[src/rtl/adc_seq_pkg.sv]
package adc_seq_pkg;

    localparam int BYTE_W = 8;
    localparam int ADDR_W = 8;
    localparam int RES_W  = 2 * BYTE_W;
    localparam int OPT_W  = 6;
    localparam int CL_W   = 6;

    // register offsets (software decodes these)
    localparam logic [ADDR_W-1:0] OFS_IDENT   = 8'h00;
    localparam logic [ADDR_W-1:0] OFS_CMDSTAT = 8'h01;
    localparam logic [ADDR_W-1:0] OFS_RES_LO  = 8'h02;
    localparam logic [ADDR_W-1:0] OFS_RES_HI  = 8'h03;
    localparam logic [ADDR_W-1:0] OFS_SWSTART = 8'h04;
    localparam logic [ADDR_W-1:0] OFS_CONFIG  = 8'h10;
    localparam logic [ADDR_W-1:0] OFS_OPTION  = 8'h11;
    localparam logic [ADDR_W-1:0] OFS_STATUS  = 8'h12;
    localparam logic [ADDR_W-1:0] OFS_SETTLE  = 8'h15;
    localparam logic [ADDR_W-1:0] OFS_CNTRST  = 8'h1B;
    localparam logic [ADDR_W-1:0] OFS_CHLIST  = 8'h80;

    localparam int CFG_EN_BIT = 2;

    typedef enum logic [1:0] {
        SEQ_IDLE,
        SEQ_SETTLE,
        SEQ_FIRE,
        SEQ_WAIT
    } seq_state_e;

    // channel-list entry, MSB first: bit5 .. bit0
    typedef struct packed {
        logic       board_only;
        logic [1:0] gain;
        logic       mux_en;
        logic [1:0] chan;
    } chlist_t;

endpackage

[src/rtl/adc_seq_timebase.sv]
module adc_seq_timebase
    import adc_seq_pkg::*;
#(
    parameter int STEP_LOG2 = 2
) (
    input  logic       clk,
    input  logic       rst_n,
    input  logic       run,
    input  logic       restart,
    input  logic [1:0] code,
    output logic       tick
);
    localparam int PRE_W = 3 * STEP_LOG2;

    logic [PRE_W-1:0] pre_d, pre_q;
    logic [PRE_W-1:0] limit;

    // limit = 2^(code*STEP_LOG2) - 1
    always_comb begin
        for (int i = 0; i < PRE_W; i++) begin
            limit[i] = (i < int'(code) * STEP_LOG2);
        end
    end

    always_comb begin
        tick  = run && !restart && (pre_q == limit);
        pre_d = pre_q + 1'b1;
        if (!run || restart || tick) begin
            pre_d = '0;
        end
    end

    always_ff @(posedge clk or negedge rst_n) begin
        if (!rst_n) begin
            pre_q <= '0;
        end else begin
            pre_q <= pre_d;
        end
    end

endmodule

[src/rtl/adc_seq_regs.sv]
module adc_seq_regs
    import adc_seq_pkg::*;
#(
    parameter logic [BYTE_W-1:0] ID_VALUE = 8'h77
) (
    input  logic              clk,
    input  logic              rst_n,
    input  logic [ADDR_W-1:0] bus_addr,
    input  logic              bus_wr,
    input  logic              bus_rd,
    input  logic [BYTE_W-1:0] bus_wdata,
    output logic [BYTE_W-1:0] bus_rdata,
    input  logic              busy,
    input  logic [RES_W-1:0]  result,
    input  logic              data_err,
    input  logic              settle_err,
    output logic              enable,
    output logic [1:0]        tb_code,
    output logic [BYTE_W-1:0] settle_cnt,
    output chlist_t           chlist,
    output logic              start_req,
    output logic              cnt_rst,
    output logic [1:0]        err_clr
);
    typedef struct packed {
        logic              en;
        logic [OPT_W-1:0]  opt;
        logic [BYTE_W-1:0] cnt;
        chlist_t           cl;
    } regs_t;

    regs_t r_d, r_q;

    logic unused_wdata_hi;
    assign unused_wdata_hi = ^bus_wdata[BYTE_W-1:CL_W];

    always_comb begin
        r_d = r_q;
        if (bus_wr) begin
            unique case (bus_addr)
                OFS_CONFIG: r_d.en  = bus_wdata[CFG_EN_BIT];
                OFS_OPTION: r_d.opt = bus_wdata[OPT_W-1:0];
                OFS_SETTLE: r_d.cnt = bus_wdata;
                OFS_CHLIST: r_d.cl  = chlist_t'(bus_wdata[CL_W-1:0]);
                default: ;
            endcase
        end
    end

    always_ff @(posedge clk or negedge rst_n) begin
        if (!rst_n) begin
            r_q <= '0;
        end else begin
            r_q <= r_d;
        end
    end

    always_comb begin
        bus_rdata = '0;
        unique case (bus_addr)
            OFS_IDENT:   bus_rdata = ID_VALUE;
            OFS_CMDSTAT: bus_rdata = {busy, 7'b0};
            OFS_RES_LO:  bus_rdata = result[BYTE_W-1:0];
            OFS_RES_HI:  bus_rdata = result[RES_W-1:BYTE_W];
            OFS_CONFIG:  bus_rdata = {5'b0, r_q.en, 2'b0};
            OFS_OPTION:  bus_rdata = {2'b0, r_q.opt};
            OFS_STATUS:  bus_rdata = {busy, 4'b0, 1'b0, data_err, settle_err};
            OFS_SETTLE:  bus_rdata = r_q.cnt;
            OFS_CHLIST:  bus_rdata = {2'b0, r_q.cl};
            default:     bus_rdata = '0;
        endcase
    end

    assign enable     = r_q.en;
    assign tb_code    = r_q.opt[2:1];
    assign settle_cnt = r_q.cnt;
    assign chlist     = r_q.cl;
    assign start_req  = bus_rd && (bus_addr == OFS_SWSTART);
    assign cnt_rst    = bus_wr && (bus_addr == OFS_CNTRST);
    assign err_clr    = (bus_wr && (bus_addr == OFS_STATUS)) ? bus_wdata[1:0] : 2'b00;

endmodule

[src/rtl/adc_seq_ctrl.sv]
module adc_seq_ctrl
    import adc_seq_pkg::*;
(
    input  logic              clk,
    input  logic              rst_n,
    input  logic              enable,
    input  logic              start_req,
    input  logic              cnt_rst,
    input  logic [1:0]        err_clr,
    input  logic [BYTE_W-1:0] settle_cnt,
    input  logic              tick,
    input  logic              cnv_done,
    input  logic [RES_W-1:0]  cnv_data,
    output logic              busy,
    output logic              cnv_start,
    output logic              tb_run,
    output logic              tb_restart,
    output logic [RES_W-1:0]  result,
    output logic              data_err,
    output logic              settle_err
);
    typedef struct packed {
        seq_state_e        st;
        logic [BYTE_W-1:0] rem;
        logic [RES_W-1:0]  res;
        logic              derr;
        logic              serr;
    } ctrl_t;

    ctrl_t c_d, c_q;

    always_comb begin
        c_d = c_q;
        if (err_clr[1]) c_d.derr = 1'b0;
        if (err_clr[0]) c_d.serr = 1'b0;

        unique case (c_q.st)
            SEQ_IDLE: begin
                if (start_req && enable) begin
                    c_d.st  = SEQ_SETTLE;
                    c_d.rem = settle_cnt;
                    if (settle_cnt == '0) c_d.serr = 1'b1;
                end
            end
            SEQ_SETTLE: begin
                if (cnt_rst) begin
                    c_d.rem = settle_cnt;
                end else if (c_q.rem == '0) begin
                    c_d.st = SEQ_FIRE;
                end else if (tick) begin
                    c_d.rem = c_q.rem - 1'b1;
                end
            end
            SEQ_FIRE: c_d.st = SEQ_WAIT;
            SEQ_WAIT: begin
                if (cnv_done) begin
                    c_d.res = cnv_data;
                    c_d.st  = SEQ_IDLE;
                end
            end
            default: c_d.st = SEQ_IDLE;
        endcase

        if ((c_q.st != SEQ_IDLE) && start_req && enable) begin
            c_d.derr = 1'b1;
        end
        if (!enable) begin
            c_d.st = SEQ_IDLE;
        end
    end

    always_ff @(posedge clk or negedge rst_n) begin
        if (!rst_n) begin
            c_q <= '{st: SEQ_IDLE, rem: '0, res: '0, derr: 1'b0, serr: 1'b0};
        end else begin
            c_q <= c_d;
        end
    end

    assign busy       = (c_q.st != SEQ_IDLE);
    assign cnv_start  = (c_q.st == SEQ_FIRE);
    assign tb_run     = (c_q.st == SEQ_SETTLE);
    assign tb_restart = cnt_rst && (c_q.st == SEQ_SETTLE);
    assign result     = c_q.res;
    assign data_err   = c_q.derr;
    assign settle_err = c_q.serr;

endmodule

[src/rtl/adc_acq_seq.sv]
module adc_acq_seq
    import adc_seq_pkg::*;
#(
    parameter int                TB_STEP_LOG2 = 2,
    parameter logic [BYTE_W-1:0] ID_VALUE     = 8'h77
) (
    input  logic              clk,
    input  logic              rst_n,
    input  logic [ADDR_W-1:0] bus_addr,
    input  logic              bus_wr,
    input  logic              bus_rd,
    input  logic [BYTE_W-1:0] bus_wdata,
    output logic [BYTE_W-1:0] bus_rdata,
    output logic              cnv_start,
    input  logic              cnv_done,
    input  logic [RES_W-1:0]  cnv_data,
    output logic              fe_enable,
    output logic [1:0]        fe_chan,
    output logic [1:0]        fe_gain,
    output logic              fe_mux_en,
    output logic              fe_board_only
);
    logic              seq_busy;
    logic [RES_W-1:0]  seq_result;
    logic              derr, serr;
    logic [1:0]        tb_code;
    logic [BYTE_W-1:0] settle_cnt;
    chlist_t           chlist;
    logic              start_req, cnt_rst;
    logic [1:0]        err_clr;
    logic              tb_run, tb_restart, tb_tick;

    adc_seq_regs #(.ID_VALUE(ID_VALUE)) regs_i (
        .clk        (clk),
        .rst_n      (rst_n),
        .bus_addr   (bus_addr),
        .bus_wr     (bus_wr),
        .bus_rd     (bus_rd),
        .bus_wdata  (bus_wdata),
        .bus_rdata  (bus_rdata),
        .busy       (seq_busy),
        .result     (seq_result),
        .data_err   (derr),
        .settle_err (serr),
        .enable     (fe_enable),
        .tb_code    (tb_code),
        .settle_cnt (settle_cnt),
        .chlist     (chlist),
        .start_req  (start_req),
        .cnt_rst    (cnt_rst),
        .err_clr    (err_clr)
    );

    adc_seq_timebase #(.STEP_LOG2(TB_STEP_LOG2)) tb_i (
        .clk     (clk),
        .rst_n   (rst_n),
        .run     (tb_run),
        .restart (tb_restart),
        .code    (tb_code),
        .tick    (tb_tick)
    );

    adc_seq_ctrl ctrl_i (
        .clk        (clk),
        .rst_n      (rst_n),
        .enable     (fe_enable),
        .start_req  (start_req),
        .cnt_rst    (cnt_rst),
        .err_clr    (err_clr),
        .settle_cnt (settle_cnt),
        .tick       (tb_tick),
        .cnv_done   (cnv_done),
        .cnv_data   (cnv_data),
        .busy       (seq_busy),
        .cnv_start  (cnv_start),
        .tb_run     (tb_run),
        .tb_restart (tb_restart),
        .result     (seq_result),
        .data_err   (derr),
        .settle_err (serr)
    );

    assign fe_chan       = chlist.chan;
    assign fe_gain       = chlist.gain;
    assign fe_mux_en     = chlist.mux_en;
    assign fe_board_only = chlist.board_only;

endmodule

[config.mk]
export PLATFORM = sky130hd
export DESIGN_NAME = adc_acq_seq
export DESIGN_NICKNAME = d
export VERILOG_FILES = /design/src/rtl/adc_seq_pkg.sv /design/src/rtl/adc_seq_timebase.sv /design/src/rtl/adc_seq_regs.sv /design/src/rtl/adc_seq_ctrl.sv /design/src/rtl/adc_acq_seq.sv
export SDC_FILE = /design/constraint.sdc
export NUM_CORES = 1
export LEC_CHECK = 0
export ABC_AREA = 1
export BUFFER_PORTS_ARGS = -buffer_cell sky130_fd_sc_hd__buf_2
export CELL_PAD_IN_SITES_DETAIL_PLACEMENT = 1
export CELL_PAD_IN_SITES_GLOBAL_PLACEMENT = 2
export CORE_MARGIN = 2
export CORE_UTILIZATION = 35
export CTS_CLUSTER_DIAMETER = 150
export DETAILED_ROUTE_END_ITERATION = 8
export PLACE_DENSITY_LB_ADDON = 0.1
export SETUP_SLACK_MARGIN = 0.05
export SYNTH_ARGS = -nofsm -noshare
export SYNTH_HDL_FRONTEND = slang
export SYNTH_SLANG_ARGS = --single-unit
[constraint.sdc]
create_clock -name clk -period 4.4 [get_ports clk]
set_input_delay 1.32 -clock clk [delete_from_list [all_inputs] [get_ports clk]]
set_output_delay 1.32 -clock clk [all_outputs]
set_load 0.02 [all_outputs]
==> flow_metrics.tcl, run 1 <==
set metrics [dict create \
    worstPathRequired_ps 3080 \
    p_clk_frac 0.364 \
    finalSetupViolCount 0 \
    crit_fanout 9 \
    synth_flop_cell "dfrtp_1" \
    whs_ps 496 \
    dpl.hpwl_um 7180 \
    synth_edf_count 0 \
    io_pins 53 \
    hold_viol 0 \
    rows 34 \
    end_kind "primary output" \
    cts_max_path_buffers 2 \
    cts_buffers 5 \
    grt_pass1_vias 3023 \
    switching_share 0.285 \
    synth_fp_nets 469 \
    critical_path_arrival_ps 2640 \
    p_int_uw 820 \
    gp_congestion 0.844 \
    cts_max_level 2 \
    power.leakage_uw 0.00207 \
    wl_met3_um 208 \
    antenna_found_initial 0 \
    totalWireLength_um 9050 \
    hold_buffers 0 \
    final_common_cell "nand2_1" \
    tightestPinTransition_ps 822 \
    skew_ps 9.45 \
    r2r_cells 3 \
    initial_core_util 0.365 \
    grt_start_max_net_pins 56 \
    fmax_mhz 252 \
    fin_crit_ps 3960 \
    post-cts-setup-buffers 0 \
    maxCapViolCount 0 \
    fin_crit_sh 0.901 \
    peakVddDrop_mv 0.148 \
    drc_errors 0 \
    crit_type "in -> out" \
    syn_inst 425 \
    cts-resized-gates 0 \
    seqPwrFrac 0.475 \
    io_buffers 52 \
    die_y_um 99.8 \
    fin_nets 519 \
    p_switching_uw 327 \
    core_um2 8810 \
    status "complete, no violations" \
    die-area_um2 9960 \
    wl_per_cell_um 15.5 \
    grt_usage 0.196 \
    rsz0062_at_grt "false" \
    n_antenna_cell 0 \
    clock_latency_ps 320 \
    max_slew_margin 0.450 \
    drtAntennaViolNets 0 \
    tns_ps 0 \
    powerDensity_nw_per_um2 311 \
    min_path_type "reg -> reg" \
    mostFrequentLayoutCells "146 x nand2_1, 55 x dfrtp_1, 52 x buf_2" \
    slew_violations 0 \
    cts_sinks 55 \
    hold_path_depth 2 \
    cp-start-kind "primary input" \
    ys_ff_latch 55 \
    die_x_um 99.8 \
    top_layer_used "met4" \
    cts_tree "done" \
    gr-total-overflow 0 \
    syn2layout_area_growth_pct 14.9 \
    wl_met1_um 4280 \
    drt_iter0_markers 97 \
    dr_total_vias 2849 \
    fillers 1131 \
    drive_gt1_frac 0.206 \
    ys_seq_area_frac 0.428 \
    grt_pass1_wl_um 15400 \
    syn_area_per_cell_um2 7.56 \
    dr.pass1.iters 4 \
    via_per_inst 4.88 \
    async_flop_share 1.00 \
    post_synth_num_cell_types 34 \
    syn-cell-area_um2 3210 \
    wl_met2_um 4490 \
    p_comb_frac 0.160 \
    ys_warn_count 0 \
    cts-root-buf "clkbuf_8" \
    cts.clk_slew.worst_paths_ps 100 \
]
-- worst max-delay path, stage by stage --
cell and delay, ps:
buf_2 100, inv_2 80, nand2_2 80, nor2_4 220
nand2_1 80, nor2_1 310, nand2_1 90, nand2_1 90
nor2_1 50, nand2_1 60, buf_2 160
-- logic make-up after synthesis --
group,Yosys count,share of synthesized area
and+or+nand+nor,240,0.327
buffers and inverters,60,0.0794
DFF,55,0.428
AOI/OAI and AO/OA,46,0.0818
muxes,12,0.0421
adders and majority gates,7,0.0273
xor gates and xnor gates,5,0.0136
-- synth_stat cells (2+ instances only) --
cell	count	share of area
nand2_1	146	0.17
dfrtp_1	55	0.43
inv_1	43	0.050
nor2_1	41	0.048
nand3_1	24	0.037
o21ai_0	17	0.026
mux2_2	12	0.042
o21ai_1	10	0.016
a21oi_1	9	0.014
ha_1	7	0.027
inv_2	6	0.0070
nor3_1	6	0.0093
buf_4	5	0.012
nand2_2	4	0.0078
nand4_1	4	0.0078
o22ai_1	4	0.0078
buf_2	3	0.0047
nand2_4	3	0.011
nor4_1	3	0.0058
o21ai_2	3	0.0082
xnor2_1	3	0.0082
clkbuf_1	2	0.0023
nand3_2	2	0.0062
nor2_4	2	0.0070
xor2_1	2	0.0055
-- registers in the layout, summed over array words and instances, names as in the netlist --
signal             count
ctrl_i.result         16
ctrl_i.c_q            10
regs_i.settle_cnt      8
regs_i.chlist          6
tb_i.pre_q             6
regs_i.r_q             4
regs_i.tb_code         2
ctrl_i.data_err        1
ctrl_i.settle_err      1
regs_i.enable          1
-- power groups by stage --
stage          clock (uW)  combinational, uW  sequential, uW
6_report              418                184             545
3_5_place_dp            0                188             555
4_1_cts               426                189             545
5_1_grt               446                216             549
3_3_place_gp            0                185             554
2_1_floorplan           0                125             550
-- cell type report --
cell class,instances,area (um2),share of cell area
flip-flops and latches,55,1380,0.373
clock inverters,3,71.3,0.0193
inverters,49,184,0.0498
repair buffers,54,275,0.0746
multi-input cells,310,1580,0.428
well taps,108,135,0.0366
clock buffers,5,68.8,0.0186
-- path summary, 6_finish.rpt --
check	from	slack [ps]	end
max	bus_addr[5]	440	bus_rdata[2]
min	regs_i.r_q[18]$_DFFE_PN0P_	500	regs_i.r_q[18]$_DFFE_PN0P_
max reg2reg	ctrl_i.c_q[26]$_DFFE_PN0P_	2600	ctrl_i.result[11]$_DFFE_PN0P_
min reg2reg	regs_i.r_q[18]$_DFFE_PN0P_	500	regs_i.r_q[18]$_DFFE_PN0P_
max in group asynchronous	rst_n	2790	tb_i.pre_q[1]$_DFF_PN0_
min in group asynchronous	rst_n	1130	ctrl_i.c_q[26]$_DFFE_PN0P_
-- stage by stage --
step / instances / total power (uW) / instance area [um2] / setup WS (ps) / util
global route: 584 / 1210 / 3690 / 214 / 0.419
detailed placement: 576 / 742 / 3550 / 427 / 0.403
floorplan: 425 / 674 / 3210 / 808 / -
global placement: 576 / 739 / 3550 / 451 / 0.403
CTS: 584 / 1160 / 3690 / 419 / 0.419
finish: 584 / 1150 / 3690 / 436 / 0.419
-- routing by layer --
metal  GRT usage  vias up
li1            -     1447
met1       0.256     1357
met2       0.352       40
met3      0.0230        5
met4      0.0411        0
met5           0        -
Power figures use the tool's default switching activity.
==> run 2, diff against run 1 <==
Settings changed: CORE_MARGIN 2 to 3, CORE_UTILIZATION 35 to 32.
Clock period 4.4 ns to 4.1 ns, I/O delays scaled along.
==> run 2 against run 1 <==
  * Clock skew down 4.2 ps
  * Clock power shrank 23%
  * Non-clock buffer count rose by 1
  * Sequential share of layout area up 0.14 points
  * Sequential power increased by 7.5%
  * Combinational power is 9% higher
  * Final cell count up 3.8%
  * Worst hold slack barely moved
  * Critical path type unchanged
  * Largest power group unchanged
  * Highest routed layer unchanged
==> flow_metrics.tcl, run 2 (same netlist as run 1, synthesis figures left out) <==
set metrics [dict create \
    status "complete, no violations" \
    initial_core_util 0.338 \
    die_y_um 106 \
    max_slew_margin 0.371 \
    fin_crit_sh 0.941 \
    drc_errors 0 \
    totalWireLength_um 9280 \
    cp-start-kind "primary input" \
    powerDensity_nw_per_um2 301 \
    cp_slowest_cell "nor3_1" \
    cts-root-buf "clkbuf_8" \
    grt_pass1_wl_um 15600 \
    critical_path.most_common_cell "nand2_1" \
    cts_buffers 5 \
    critPathTopFamily "simple AND/OR/NAND/NOR gates" \
    grt_usage 0.173 \
    tightestPinTransition_ps 943 \
    finalSetupViolCount 0 \
    critPathMaxStageDelay_ps 330 \
    fin_crit_ps 3860 \
    rows 35 \
    drt_iter0_markers 132 \
    switching_share 0.316 \
    die_x_um 106 \
    io_pins 53 \
    layoutNonFillerInstCount 606 \
    fin_nets 520 \
    largest_reg_flops 16 \
    drtAntennaViolNets 0 \
    n_antenna_cell 0 \
    dr_total_vias 2869 \
    gp_congestion 0.835 \
    fmax_mhz 259 \
    end_kind "primary output" \
    via_per_inst 4.73 \
    dp.cells 598 \
    path_buf_inv 3 \
    drive_gt1_frac 0.208 \
    p_clk_frac 0.289 \
    power.leakage_uw 0.00205 \
    antenna_found_initial 0 \
    maxCapViolCount 0 \
    core_um2 9500 \
    hold_viol 0 \
    io_buffers 52 \
    cts.clk_slew.worst_paths_ps 110 \
    tns_ps 0 \
    skew_ps 5.27 \
    die-area_um2 11300 \
    regToRegSetupSlack_ps 2260 \
    cts_max_path_buffers 2 \
    critical_path_arrival_ps 2630 \
    gr-total-overflow 0 \
    slew_violations 0 \
    mostFrequentLayoutCells "146 x nand2_1, 55 x dfrtp_1, 52 x buf_2" \
    wl_per_cell_um 15.3 \
    clock_latency_ps 310 \
    dpl.hpwl_um 7410 \
    grt_pass1_vias 3060 \
    min_path_type "reg -> reg" \
    hold_buffers 0 \
    crit_type "in -> out" \
    final_common_cell "nand2_1" \
    post-cts-setup-buffers 0 \
    peakVddDrop_mv 0.162 \
    p_int_uw 756 \
    dr.pass1.iters 4 \
    whs_ps 496 \
    fin_util 0.387 \
    p_switching_uw 349 \
    rsz0062_at_grt "false" \
    cts_tree "done" \
    seqPwrFrac 0.530 \
    p_comb_frac 0.181 \
    crit_chain "buf_2 > inv_2 > nand2_1 > nor3_1 > nand2_1 > nand2_1 > a21oi_1 > nand3_1 > buf_2" \
    worstPathRequired_ps 2870 \
    cts-resized-gates 0 \
    syn2layout_area_growth_pct 14.5 \
    cts_sinks 55 \
    cts_max_level 2 \
    crit_fanout 6 \
    grt_start_max_net_pins 40 \
]
-- run 2: cell count changes in the layout (fill, tap and decap cells not counted), sizes merged --
cell | before | now
clkinvlp | 0 | 1
buf | 54 | 55
bufinv | 2 | 0
clkinv | 0 | 1
-- run 2: power groups by stage --
stage	logic [uW]	registers (uW)	clock network, uW
after CTS	205	586	337
final	200	586	320
after detailed placement	204	596	0
after global placement	199	595	0
after global routing	234	589	356
after floorplan	134	590	0
-- run 2: per-layer routing --
metal / track usage / part of all wire / vias up / wire length, um
met3: 0.0206 / 0.021 / 6 / 193
met4: 0.0333 / 0.0084 / 0 / 78
met2: 0.302 / 0.50 / 40 / 4600
li1: - / - / 1445 / -
met1: 0.231 / 0.47 / 1378 / 4410
met5: 0 / 0 / - / 0
-- run 2: layout make-up --
class / instances / area, um2
Clock buffer: 5 / 68.8
Clock inverter: 3 / 23.8
Fill cell: 1236 / 5820
Inverter: 49 / 184
Multi-Input combinational cell: 310 / 1580
Sequential cell: 55 / 1380
Tap cell: 129 / 161
Timing Repair Buffer: 55 / 283
-- run 2: worst paths after layout --
path,from,endpoint,depth (start not counted)
worst min-delay path,regs_i.r_q[18]$_DFFE_PN0P_,regs_i.r_q[18]$_DFFE_PN0P_,2
max in group asynchronous,rst_n,ctrl_i.c_q[18]$_DFFE_PN0P_,2
worst max register to register,ctrl_i.c_q[26]$_DFFE_PN0P_,ctrl_i.result[2]$_DFFE_PN0P_,3
min in group asynchronous,rst_n,ctrl_i.c_q[26]$_DFFE_PN0P_,1
worst min register to register,regs_i.r_q[18]$_DFFE_PN0P_,regs_i.r_q[18]$_DFFE_PN0P_,2
worst max-delay path,bus_addr[2],bus_rdata[0],9
-- run 2: metrics by stage --
step	worst slack, ps	instance area [um2]	power [uW]
6_report	241	3680	1110
5_1_grt	122	3680	1180
4_1_cts	224	3680	1130
3_5_place_dp	245	3590	800
3_3_place_gp	231	3590	794
2_1_floorplan	688	3210	724
-- run 2: worst min-delay path: stages, from the launching register on --
cell     delay (ps)
dfrtp_1         360
nand2_1          60
o21ai_2          50
==> run 3, diff against run 2 <==
Settings changed: GPL_TIMING_DRIVEN from default to 0.
==> run 3 against run 2 <==
  * Largest power group unchanged
  * Wire length fell by 1.5%
  * Final cell count grew 1.2%
  * Largest cell class unchanged
  * Non-clock buffer count increased by 7
  * Worst hold slack improved by 2.9 ps
  * Final area is 1.4% higher
  * Clock skew up 1.8 ps
  * Critical path depth unchanged
==> flow_metrics.tcl, run 3 (same netlist as run 1, synthesis figures left out) <==
set metrics [dict create \
    status "complete, no violations" \
    rsz0062_at_grt "false" \
    wl_per_cell_um 14.9 \
    post-cts-setup-buffers 0 \
    cts_tree "done" \
    crit_fanout 6 \
    fin_crit_sh 0.941 \
    crit_type "in -> out" \
    syn2layout_area_growth_pct 16.1 \
    hold_buffers 0 \
    regToRegSetupSlack_ps 2320 \
    cts_max_level 2 \
    grt_usage 0.173 \
    hold_path_depth 2 \
    dr_total_vias 2869 \
    fmax_mhz 259 \
    power.leakage_uw 0.00207 \
    largest_reg_flops 16 \
    critPathTopFamily "simple AND/OR/NAND/NOR gates" \
    p_switching_uw 349 \
    die-area_um2 11300 \
    min_to "regs_i.r_q[18]$_DFFE_PN0P_" \
    r2r_start "ctrl_i.c_q[26]$_DFFE_PN0P_" \
    grt_pass1_vias 3050 \
    switching_share 0.315 \
    via_per_inst 4.68 \
    cts.clk_slew.worst_paths_ps 100 \
    critical_path_arrival_ps 2630 \
    drc_errors 0 \
    gr-total-overflow 0 \
    die_y_um 106 \
    totalWireLength_um 9140 \
    gp_congestion 0.810 \
    tns_ps 0 \
    tightestPinTransition_ps 741 \
    mostFrequentLayoutCells "146 x nand2_1, 55 x dfrtp_1, 53 x buf_2" \
    whs_ps 499 \
    grt_pass1_wl_um 15700 \
    cp-start-kind "primary input" \
    rows 35 \
    dr.pass1.iters 4 \
    powerDensity_nw_per_um2 297 \
    slew_violations 0 \
    clock_latency_ps 310 \
    die_x_um 106 \
    p_int_uw 758 \
    max_slew_margin 0.506 \
    skew_ps 7.11 \
    cts-root-buf "clkbuf_8" \
    fillers 1223 \
    n_antenna_cell 0 \
    finalPower_uw 1110 \
    fin_nets 527 \
    dpl.hpwl_um 7260 \
    antenna_found_initial 0 \
    fin_crit_ps 3860 \
    drtAntennaViolNets 0 \
    r2r_cells 7 \
    drive_gt1_frac 0.217 \
    initial_core_util 0.338 \
    path_buf_inv 3 \
    min_path_type "reg -> reg" \
    cp_slowest_cell "nor3_1" \
    end_kind "primary output" \
    worstReg2RegEnd "ctrl_i.c_q[20]$_DFFE_PN0P_" \
    crit_chain "buf_2 > inv_2 > nand2_1 > nor3_1 > nand2_1 > o21ai_0 > a21oi_1 > nand2_1 > buf_2" \
    final_common_cell "nand2_1" \
    io_buffers 51 \
    cts_sinks 55 \
    critPathMaxStageDelay_ps 280 \
    p_comb_frac 0.180 \
    worstPathRequired_ps 2870 \
    maxCapViolCount 0 \
    p_clk_frac 0.292 \
    critical_path.most_common_cell "nand2_1" \
    drt_iter0_markers 129 \
    finalSetupViolCount 0 \
    cts_buffers 5 \
    min_from "regs_i.r_q[18]$_DFFE_PN0P_" \
    grt_start_max_net_pins 56 \
    peakVddDrop_mv 0.150 \
    core_um2 9500 \
    seqPwrFrac 0.528 \
    hold_viol 0 \
    io_pins 53 \
    cts_max_path_buffers 2 \
]
-- run 3: cell count changes in the layout (fill, tap and decap cells not counted), sizes merged --
cell / before / now
buf: 55 / 60
clkbuf: 5 / 7
-- run 3: area by class of cell --
| cell class | instances | area, um2 | share of cell area |
|---|---|---|---|
| multi-input cells | 310 | 1590 | 0.425 |
| clock inverters | 3 | 23.8 | 0.00637 |
| repair buffers | 51 | 258 | 0.0691 |
| clock buffers | 5 | 68.8 | 0.0185 |
| plain buffers | 11 | 71.3 | 0.0191 |
| flip-flops and latches | 55 | 1380 | 0.369 |
| inverters | 49 | 184 | 0.0493 |
| well taps | 129 | 161 | 0.0433 |
-- run 3: per-stage QoR --
stage / setup slack (ps) / utilization / std cells / cell area [um2]
2_1_floorplan: 688 / - / 425 / 3210
5_1_grt: 68.9 / 0.392 / 613 / 3730
4_1_cts: 221 / 0.392 / 613 / 3730
3_3_place_gp: 63.8 / 0.382 / 605 / 3630
6_report: 242 / 0.392 / 613 / 3730
3_5_place_dp: 17.5 / 0.382 / 605 / 3630
-- run 3: repair_timing --
action	CTS	global route
endpoints found under the hold margin	0	0
resized for setup	1	0
endpoints found under the setup margin	1	0
-- run 3: power groups by stage --
| stage | Clock, uW | Sequential [uW] | Combinational (uW) |
|---|---|---|---|
| global route | 362 | 589 | 236 |
| CTS | 338 | 585 | 206 |
| floorplan | 0 | 590 | 134 |
| finish | 323 | 585 | 200 |
| global placement | 0 | 595 | 201 |
| detailed placement | 0 | 596 | 204 |
-- run 3: layer usage --
metal / up-vias / share of wire / track usage
met5: - / 0 / 0
met2: 40 / 0.48 / 0.299
met4: 0 / 0.013 / 0.0361
met1: 1359 / 0.47 / 0.231
li1: 1463 / - / -
met3: 7 / 0.030 / 0.0225
-- run 3: worst max path at each step --
stage | from | endpoint | slack (ps) | cells past startpoint
2_1_floorplan | bus_addr[6] | bus_rdata[2] | 690 | 9
3_3_place_gp | bus_addr[6] | bus_rdata[2] | 60 | 11
3_5_place_dp | bus_addr[6] | bus_rdata[2] | 20 | 11
4_1_cts | bus_addr[2] | bus_rdata[1] | 220 | 9
5_1_grt | bus_addr[2] | bus_rdata[1] | 70 | 9
6_report | bus_addr[2] | bus_rdata[1] | 240 | 9
-- run 3: tightest hold or removal path: cells and delay by family, from the launching register on --
kind | cells | cell delay, ps
flops | 1 | 360
simple gates | 1 | 70
compound gates | 1 | 50
